[src/rtl/brkw_pkg.sv]
package brkw_pkg;

    typedef enum logic [1:0] {
        ST_IDLE  = 2'd0,
        ST_FETCH = 2'd1,
        ST_ANY   = 2'd2,
        ST_FIRE  = 2'd3
    } brk_state_e;

    localparam logic [1:0] SEL_ADDR_HI = 2'b00;
    localparam logic [1:0] SEL_ADDR_LO = 2'b01;
    localparam logic [1:0] SEL_QUAL    = 2'b10;

    localparam int QUAL_W = 8;

endpackage

[src/rtl/brkw_regs.sv]
module brkw_regs
    import brkw_pkg::*;
#(
    parameter int HALF_W = 16
) (
    input  logic                  clk,
    input  logic                  rst_n,
    input  logic                  we,
    input  logic [1:0]            sel,
    input  logic [HALF_W-1:0]     wdata,
    output logic [2*HALF_W-1:0]   bar,
    output logic [QUAL_W-1:0]     qual
);
    typedef struct packed {
        logic [HALF_W-1:0] hi;
        logic [HALF_W-1:0] lo;
        logic [QUAL_W-1:0] ql;
    } regs_t;

    regs_t r_d, r_q;

    always_comb begin
        r_d = r_q;
        if (we) begin
            case (sel)
                SEL_ADDR_HI: r_d.hi = wdata;
                SEL_ADDR_LO: r_d.lo = wdata;
                SEL_QUAL:    r_d.ql = wdata[QUAL_W-1:0];
                default:     r_d = r_q;
            endcase
        end
    end

    always_ff @(posedge clk) begin
        if (!rst_n) r_q <= '0;
        else        r_q <= r_d;
    end

    assign bar  = {r_q.hi, r_q.lo};
    assign qual = r_q.ql;

endmodule

[src/rtl/brkw_match.sv]
module brkw_match
    import brkw_pkg::*;
#(
    parameter int ADDR_W   = 32,
    parameter bit PAIR_EN  = 1'b1
) (
    input  logic [ADDR_W-1:0] bar,
    input  logic [QUAL_W-1:0] qual,
    input  logic              cyc_valid,
    input  logic              cyc_dma,
    input  logic              cyc_fetch,
    input  logic              cyc_write,
    input  logic [1:0]        cyc_size,
    input  logic              cyc_wide,
    input  logic [ADDR_W-1:0] cyc_addr,
    output logic              hit,
    output logic              hit_fetch
);
    localparam int PAIR_LSB = 2;

    logic master_ok, access_ok, dir_ok, size_ok, addr_ok, pair_ok, eff_write;

    always_comb begin
        master_ok = cyc_dma ? qual[7] : qual[6];
        access_ok = cyc_fetch ? qual[4] : qual[5];
        // fetches are reads regardless of the write line
        eff_write = cyc_write & ~cyc_fetch;
        dir_ok    = eff_write ? qual[3] : qual[2];
        size_ok   = (qual[1:0] == 2'b00) || (qual[1:0] == cyc_size);
    end

    generate
        if (PAIR_EN) begin : g_pair
            assign pair_ok = cyc_fetch && cyc_wide &&
                             (bar[ADDR_W-1:PAIR_LSB] == cyc_addr[ADDR_W-1:PAIR_LSB]);
        end else begin : g_nopair
            assign pair_ok = 1'b0;
        end
    endgenerate

    assign addr_ok   = pair_ok || (bar == cyc_addr);
    assign hit       = cyc_valid && master_ok && access_ok && dir_ok && size_ok && addr_ok;
    assign hit_fetch = cyc_fetch;

endmodule

[src/rtl/brkw_ctrl.sv]
module brkw_ctrl
    import brkw_pkg::*;
#(
    parameter int ADDR_W = 32
) (
    input  logic              clk,
    input  logic              rst_n,
    input  logic              hit,
    input  logic              hit_fetch,
    input  logic [ADDR_W-1:0] target,
    input  logic              cpu_step,
    input  logic              cpu_int_ok,
    input  logic [ADDR_W-1:0] cpu_next_pc,
    input  logic              cpu_ack,
    output logic              brk_req,
    output logic [ADDR_W-1:0] brk_pc
);
    typedef struct packed {
        brk_state_e        st;
        logic [ADDR_W-1:0] tgt;
        logic [ADDR_W-1:0] pc;
    } ctrl_t;

    ctrl_t c_d, c_q;

    always_comb begin
        c_d = c_q;
        case (c_q.st)
            ST_IDLE: begin
                if (hit) begin
                    c_d.tgt = target;
                    c_d.st  = hit_fetch ? ST_FETCH : ST_ANY;
                end
            end
            ST_FETCH: begin
                if (cpu_step && (cpu_next_pc == c_q.tgt)) begin
                    if (cpu_int_ok) begin
                        c_d.st = ST_FIRE;
                        c_d.pc = c_q.tgt;
                    end else begin
                        // matched instruction runs; take the next accepting boundary
                        c_d.st = ST_ANY;
                    end
                end
            end
            ST_ANY: begin
                if (cpu_step && cpu_int_ok) begin
                    c_d.st = ST_FIRE;
                    c_d.pc = cpu_next_pc;
                end
            end
            ST_FIRE: begin
                if (cpu_ack) c_d.st = ST_IDLE;
            end
            default: c_d.st = ST_IDLE;
        endcase
    end

    always_ff @(posedge clk) begin
        if (!rst_n) c_q <= '0;
        else        c_q <= c_d;
    end

    assign brk_req = (c_q.st == ST_FIRE);
    assign brk_pc  = c_q.pc;

    // request and PC held until acknowledged
    a_r10_hold: assert property (@(posedge clk) disable iff (!rst_n)
        brk_req && !cpu_ack |=> brk_req && $stable(brk_pc));

    // acknowledge drops the request next cycle
    a_r10_clear: assert property (@(posedge clk) disable iff (!rst_n)
        brk_req && cpu_ack |=> !brk_req);

    // a request only appears after an accepting boundary
    a_r8_accepting: assert property (@(posedge clk) disable iff (!rst_n)
        !brk_req ##1 brk_req |-> $past(cpu_step && cpu_int_ok));

    // a precise fetch break saves the boundary address that matched
    a_r7_precise: assert property (@(posedge clk) disable iff (!rst_n)
        (c_q.st == ST_FETCH) && cpu_step && cpu_int_ok && (cpu_next_pc == c_q.tgt)
        |=> brk_req && (brk_pc == $past(cpu_next_pc)));

endmodule

[src/rtl/break_watch.sv]
module break_watch
    import brkw_pkg::*;
#(
    parameter int HALF_W  = 16,
    parameter bit PAIR_EN = 1'b1
) (
    input  logic                  clk,
    input  logic                  rst_n,
    input  logic                  reg_we,
    input  logic [1:0]            reg_sel,
    input  logic [HALF_W-1:0]     reg_wdata,
    input  logic                  cyc_valid,
    input  logic                  cyc_dma,
    input  logic                  cyc_fetch,
    input  logic                  cyc_write,
    input  logic [1:0]            cyc_size,
    input  logic                  cyc_wide,
    input  logic [2*HALF_W-1:0]   cyc_addr,
    input  logic                  cpu_step,
    input  logic                  cpu_int_ok,
    input  logic [2*HALF_W-1:0]   cpu_next_pc,
    input  logic                  cpu_ack,
    output logic                  brk_req,
    output logic [2*HALF_W-1:0]   brk_pc
);
    localparam int ADDR_W = 2 * HALF_W;

    logic [ADDR_W-1:0] bar;
    logic [QUAL_W-1:0] qual;
    logic              hit, hit_fetch;

    brkw_regs #(.HALF_W(HALF_W)) u_regs (
        .clk   (clk),
        .rst_n (rst_n),
        .we    (reg_we),
        .sel   (reg_sel),
        .wdata (reg_wdata),
        .bar   (bar),
        .qual  (qual)
    );

    brkw_match #(.ADDR_W(ADDR_W), .PAIR_EN(PAIR_EN)) u_match (
        .bar       (bar),
        .qual      (qual),
        .cyc_valid (cyc_valid),
        .cyc_dma   (cyc_dma),
        .cyc_fetch (cyc_fetch),
        .cyc_write (cyc_write),
        .cyc_size  (cyc_size),
        .cyc_wide  (cyc_wide),
        .cyc_addr  (cyc_addr),
        .hit       (hit),
        .hit_fetch (hit_fetch)
    );

    brkw_ctrl #(.ADDR_W(ADDR_W)) u_ctrl (
        .clk         (clk),
        .rst_n       (rst_n),
        .hit         (hit),
        .hit_fetch   (hit_fetch),
        .target      (bar),
        .cpu_step    (cpu_step),
        .cpu_int_ok  (cpu_int_ok),
        .cpu_next_pc (cpu_next_pc),
        .cpu_ack     (cpu_ack),
        .brk_req     (brk_req),
        .brk_pc      (brk_pc)
    );

    // a fetch under a write-only direction never matches
    a_r5_fetch_is_read: assert property (@(posedge clk) disable iff (!rst_n)
        cyc_valid && cyc_fetch && (qual[3:2] == 2'b10) |-> !hit);

    // an empty master, access or direction field blocks every match
    a_r3_disabled: assert property (@(posedge clk) disable iff (!rst_n)
        (qual[7:6] == 2'b00) || (qual[5:4] == 2'b00) || (qual[3:2] == 2'b00) |-> !hit);

    // a DMA cycle cannot match when the master field excludes DMA
    a_r11_master: assert property (@(posedge clk) disable iff (!rst_n)
        cyc_valid && cyc_dma && !qual[7] |-> !hit);

endmodule

[config.mk]
export PLATFORM = sky130hd
export DESIGN_NAME = break_watch
export DESIGN_NICKNAME = d
export VERILOG_FILES = /design/src/rtl/brkw_pkg.sv /design/src/rtl/brkw_regs.sv /design/src/rtl/brkw_match.sv /design/src/rtl/brkw_ctrl.sv /design/src/rtl/break_watch.sv
export SDC_FILE = /design/constraint.sdc
export NUM_CORES = 1
export LEC_CHECK = 0
export BUFFER_PORTS_ARGS = -buffer_cell sky130_fd_sc_hd__buf_4
export CORE_ASPECT_RATIO = 1.75
export CORE_UTILIZATION = 50
export CTS_CLUSTER_DIAMETER = 30
export DETAILED_ROUTE_END_ITERATION = 16
export PLACE_DENSITY_LB_ADDON = 0.08
export SLEW_MARGIN = 0
export SYNTH_ARGS = -nofsm -noshare
export SYNTH_HDL_FRONTEND = slang
export SYNTH_SLANG_ARGS = --single-unit
[constraint.sdc]
create_clock -name clk -period 2.8 [get_ports clk]
set_input_delay 0.14 -clock clk [delete_from_list [all_inputs] [get_ports clk]]
set_output_delay 0.14 -clock clk [all_outputs]
set_load 0.05 [all_outputs]
After elaboration in Yosys (flattened, before gate mapping):

Cells that the tools add are included.

* bits in registers: 106
* input bits: 95
* output and inout port bits: 33
* logic and storage cells: 57

* equality and inequality tests: 14
* mux-type cells: 14
* bitwise logic cells: 2
* reduce and logical (&&, ||, !) cells: 21

Operator list (count)
* 32-bit 2-to-1 mux: 3
* 32-bit equality test: 2
* 32-bit one-hot mux with 2 select lines: 1
* 34-bit 2-to-1 mux: 1
* 30-bit equality test: 1
* 1-bit logical AND: 9
* 2-bit 2-to-1 mux: 4
* 2-bit one-hot mux with 4 select lines: 1
* 2-bit AND reduction: 4
* 4-bit AND reduction: 2
* 2-bit equality test (second input constant): 3
* 2-bit zero test: 3
* 2-bit inequality test (second input constant): 3
* 2-bit by 1-bit equality test with 1-bit output (second input constant): 2
* 1-bit 2-to-1 mux: 4
* 2-bit by 1-bit inequality test with 1-bit output (second input constant): 2
* 2-bit equality test: 1
* 1-bit logical OR: 2
* 2-bit nonzero test: 1
* 1-bit AND: 1
* 1-bit NOT: 1

Longest topological paths before layout:

* depth in word-level cells: 8
* depth in mapped cells: 9
* mapped depth without buffers: 7

Cells and area by module:

From an unflattened synthesis, not the netlist that was laid out.

* cell total of the unflattened synthesis: 611
* area total of the unflattened synthesis: 5690.5 um^2

By module, submodules not included
* brkw_ctrl: instances 1, cells each 404, area each 3711.1 um^2, seq. area each 1321.3 um^2
* brkw_regs: instances 1, cells each 150, area each 1530.2 um^2, seq. area each 800.8 um^2
* brkw_match: instances 1, cells each 57, area each 449.2 um^2, seq. area each 0.0 um^2

Worst setup path after synthesis:

OpenSTA, ideal clock, no wires.

* path kind: reg2reg
* from: reg u_regs.r_q, in the netlist u_regs.bar[31]
* to: reg u_ctrl.c_q[33] (netlist name)
* setup time: 0.128 ns
* data arrival time: 1.915 ns
* data required time: 2.672 ns
* setup slack: 0.757 ns
* stages on the path, launching flop included: 8
* path buffers: 1
* period minus slack after synthesis: 2.043 ns
* path through: dfxtp_1 > xor2_1 > nor2b_1 > or4b_4 > nor4_4 > buf_6 > mux2i_1 > nor2_1

* word-level cells in the longest chain between the ends: 5
* elaborated cells on any way between the ends: 6
* those cells by class: eq/ne: 2; reduce/logical: 4

Ends and longest elaborated chain
* start: declaration: line brkw_regs.sv:20 `regs_t r_d, r_q;`
* start signal: assignment: line brkw_regs.sv:36 `else r_q <= r_d;`
* 30-bit equality test: line brkw_match.sv:35 `(bar[ADDR_W-1:PAIR_LSB] == cyc_addr[ADDR_W-1:PAIR_LSB]);`
* 1-bit logical AND: line brkw_match.sv:34 `assign pair_ok = cyc_fetch && cyc_wide &&`
* 1-bit logical OR (*): line brkw_match.sv:41 `assign addr_ok = pair_ok || (bar == cyc_addr);`
* 1-bit logical AND (*): line brkw_match.sv:42 `assign hit = cyc_valid && master_ok && access_ok && dir_ok && size_ok && addr_ok;`
* 2-bit AND reduction (no line) (*)
* end signal: assignment: line brkw_ctrl.sv:60 `if (!rst_n) c_q <= '0;`
* end signal: assignment: line brkw_ctrl.sv:61 `else c_q <= c_d;`
* end: declaration: line brkw_ctrl.sv:24 `ctrl_t c_d, c_q;`

Every way passes the cells marked *; elsewhere a longest branch is shown, timed or not.
A chain may end at the register's enable or synchronous reset.

Worst setup path after layout:

* from: reg u_ctrl.c_q[46] (netlist name)
* to: reg u_ctrl.c_q, in the netlist u_ctrl.brk_pc[22]

* word-level cells in the longest chain between the ends: 4

Ends and longest elaborated chain
* 32-bit equality test: line brkw_ctrl.sv:36 `if (cpu_step && (cpu_next_pc == c_q.tgt)) begin`
* 1-bit logical AND: line brkw_ctrl.sv:36
* 2-bit by 1-bit inequality test with 1-bit output (no line)
* 4-bit AND reduction (no line)

Every way passes these cells.

==> summary.txt <==
Final layout
  • Number of antenna diodes: 0
  • Fin nets: 742
  • Area Growth Syn to Fin: 21.79%
  • Layout cells sized above 1: 24.57%

Detailed routing
  • DR WL/cell: 17.77 um
  • Vias: 4215
  • DR vias/cell: 5.446
  • Detailed Route WL: 13.76 mm
  • 1st-iter DRT viols: 180
  • Routed Antenna Nets: 0
  • Drt drc: 0
  • Drt pass-1 iters: 5

Worst setup path
  • Crit Path Class: reg2reg
  • Worst-path fanout max: 32
  • WP data arrival: 2.56 ns
  • Worst setup EP type: flop
  • Worst endpoint required time: 3.02 ns
  • CP top delay family: simple AND/OR/NAND/NOR gates
  • CP Launch Type: flop
  • Slowest-stage cell, CP: nor4_1
  • Most frequent CP cell: nor4_1
  • Buf/Inv on CP: 1
  • Worst-path cell chain: xor2_1 -> nor4_1 -> nand4_1 -> nor4_1 -> a21oi_2 -> buf_4 -> o2bb2ai_1
  • Slowest cell delay on critical path: 0.61 ns

Timing
  • Final Max Slew Viols: 0
  • Worst-margin pin slew: 0.7703 ns
  • Min cycle time layout: 2.337 ns
  • Setup Skew: 0.008159 ns
  • Setup_tns: 0 ns
  • Fin crit share: 83.47%
  • Max-slew headroom: 48.49%
  • Final setup fails: 0
  • FMAX: 0.4279 GHz
  • RSZ-0062 raised after global routing: false
  • Fin. Hold Viols: 0

Floorplan
  • Core Box Area: 10180 um2
  • Initial Util: 51.17%
  • Num ports: 128
  • Die height: 137.0 um
  • DIE AREA: 10840 um2
  • Rows: 49
  • Die Width: 79.15 um

CTS
  • H-tree depth: 3
  • Clock Pin Slew Worst Setup and Hold Paths: 0.07 ns
  • CTS tree: yes
  • CTS-repair resized insts: 0
  • Clk root buf: clkbuf_16
  • Total CTS buffers: 9
  • Post-CTS Setup Inserts: 0
  • Clk_lat worst skew: 0.35 ns
  • Hold_buf cts: 0
  • Clock sink count: 106
  • Clock buffer depth: 2

Min path
  • Worst hold path class: in2reg

Pwr
  • Static Leakage: 2.571 nW
  • P_sw: 0.7431 mW
  • Switching Share: 23.69%
  • Combinational share of power: 9.1%
  • Pwr Density: 494.6 nW/um2
  • Tot Pwr: 3.137 mW
  • Clock power frac: 41.6%
  • Internal power: 2.394 mW
  • VDD IR max: 0.0004064 V
  • Sequential power share: 49.3%

Synth
  • Synth top area share: 40.75%
  • Post-synth top cells: dfxtp_1, mux2i_1, nand2_1
  • Top-count cell post-synth: dfxtp_1
  • Number of synthesized flops with an enable pin: 0
  • Netlist cell types: 40
  • Synth warnings: 0
  • Asr flop ratio synth: 0%
  • Leading area contributor after synthesis: dfxtp_1
  • Post-Syn Area: 5207 um2
  • Mapped Nets: 657
  • Seq/Total Area, Yosys: 40.75%
  • Compound-Gate Fraction of Synth Area: 10.55%
  • Post-Synth XOR/XNOR Area: 10.76%
  • Post-synthesis simple-gate area fraction: 14.97%
  • Yosys reg bits: 106
  • Syn_area_per_cell: 9.349 um2
  • Mapped Cells: 557
  • Synth Area in Adders: 1.201%
  • Post-synthesis mux area share: 14.42%
  • Synth Flop Type: dfxtp_1
  • Largest family of logic cells by synthesized area: simple AND/OR/NAND/NOR gates
  • Synth top area cells: dfxtp_1, mux2i_1, xor2_1, o2bb2ai_1, nand2_1

Placement
  • Port Buffers: 127
  • GPL Wtd Cong: 0.9080
  • DP Wirelength: 10.60 mm

GRT
  • Largest net degree at the start of global routing: 46
  • First-pass GRT wire length: 21.18 mm
  • GRT Util Overall: 26.06%
  • GRT overflow: 0
  • Vias in the first global route: 4073
  • Number of antenna violations at the first check in global routing: 0

Job
  • Max-Cap Viols: 0

Status
  • Outcome: finished clean
## power by group through the flow
| stage | registers [mW] | clock network [mW] | logic, mW |
|---|---|---|---|
| after floorplan | 1.57 | 0 | 0.118 |
| after global placement | 1.58 | 0 | 0.283 |
| after detailed placement | 1.58 | 0 | 0.286 |
| after CTS | 1.55 | 1.33 | 0.287 |
| after global routing | 1.55 | 1.38 | 0.309 |
| final | 1.55 | 1.31 | 0.286 |
## state kept, by name (all words and copies together) (netlist names)
register       cells
u_ctrl.brk_pc     32
u_regs.qual        8
u_regs.bar        32
u_ctrl.c_q        34
## layout by cell type, fill, tap and decap left out, types with 9 or more instances in the layout
cell / synthesis / final
mux2i_1: 75 / 75
a21oi_1: 36 / 35
o2bb2ai_1: 32 / 32
dfxtp_1: 106 / 106
buf_4: 32 / 133
nand2_1: 70 / 70
nor2_1: 42 / 42
xor2_1: 60 / 60
clkbuf_16: 0 / 9
nor4_1: 21 / 21
## metal layers
metal,up-vias,GRT usage (%),wire length (um)
met5,-,0,0
met3,30,3.933,567
li1,2077,-,-
met1,1975,30.15,5532
met4,0,12.53,544
met2,133,46.17,7111
## per-stage QoR
stage | hold slack (ns) | setup slack (ns) | cells | cell area, um2 | utilization, %
floorplan | 0.2760 | 0.7573 | 557 | 5207 | -
global placement | 0.3973 | 0.5783 | 758 | 6030 | 59.25
detailed placement | 0.4067 | 0.4740 | 758 | 6030 | 59.25
CTS | 0.03892 | 0.4487 | 774 | 6342 | 62.32
global route | 0.03905 | 0.2071 | 774 | 6342 | 62.32
finish | 0.04218 | 0.4629 | 774 | 6342 | 62.32
## worst min-delay path, stage by stage
cell and delay [ns]:
buf_4 0.11, nand2_1 0.05, a21oi_1 0.05
## final timing paths
check | from | endpoint | slack [ns] | cells after the start
max | u_ctrl.c_q[46]$_SDFFE_PN0P_ | u_ctrl.brk_pc[22]$_SDFFE_PN0P_ | 0.46 | 7
min | reg_wdata[11] | u_regs.bar[27]$_SDFFE_PN0P_ | 0.04 | 3
max reg2reg | u_ctrl.c_q[46]$_SDFFE_PN0P_ | u_ctrl.brk_pc[22]$_SDFFE_PN0P_ | 0.46 | 7
min reg2reg | u_ctrl.brk_pc[8]$_SDFFE_PN0P_ | u_ctrl.brk_pc[8]$_SDFFE_PN0P_ | 0.47 | 1
## cell families after synthesis
logic type,after synthesis
buf+inv,64
xor+xnor,64
compound gates,80
mux,75
simple gates,163
flops,106
fa+ha+maj,5
## cell type report
| class | count | area, um2 |
|---|---|---|
| fill | 915 | 3835 |
| multi-input combinational | 387 | 2715 |
| sequential | 106 | 2122 |
| timing repair buffer | 134 | 1018 |
| clock buffer | 10 | 239.0 |
| tap | 127 | 158.9 |
| clock inverter | 6 | 73.82 |
| inverter | 4 | 15.01 |
Power figures use the tool's default switching activity.
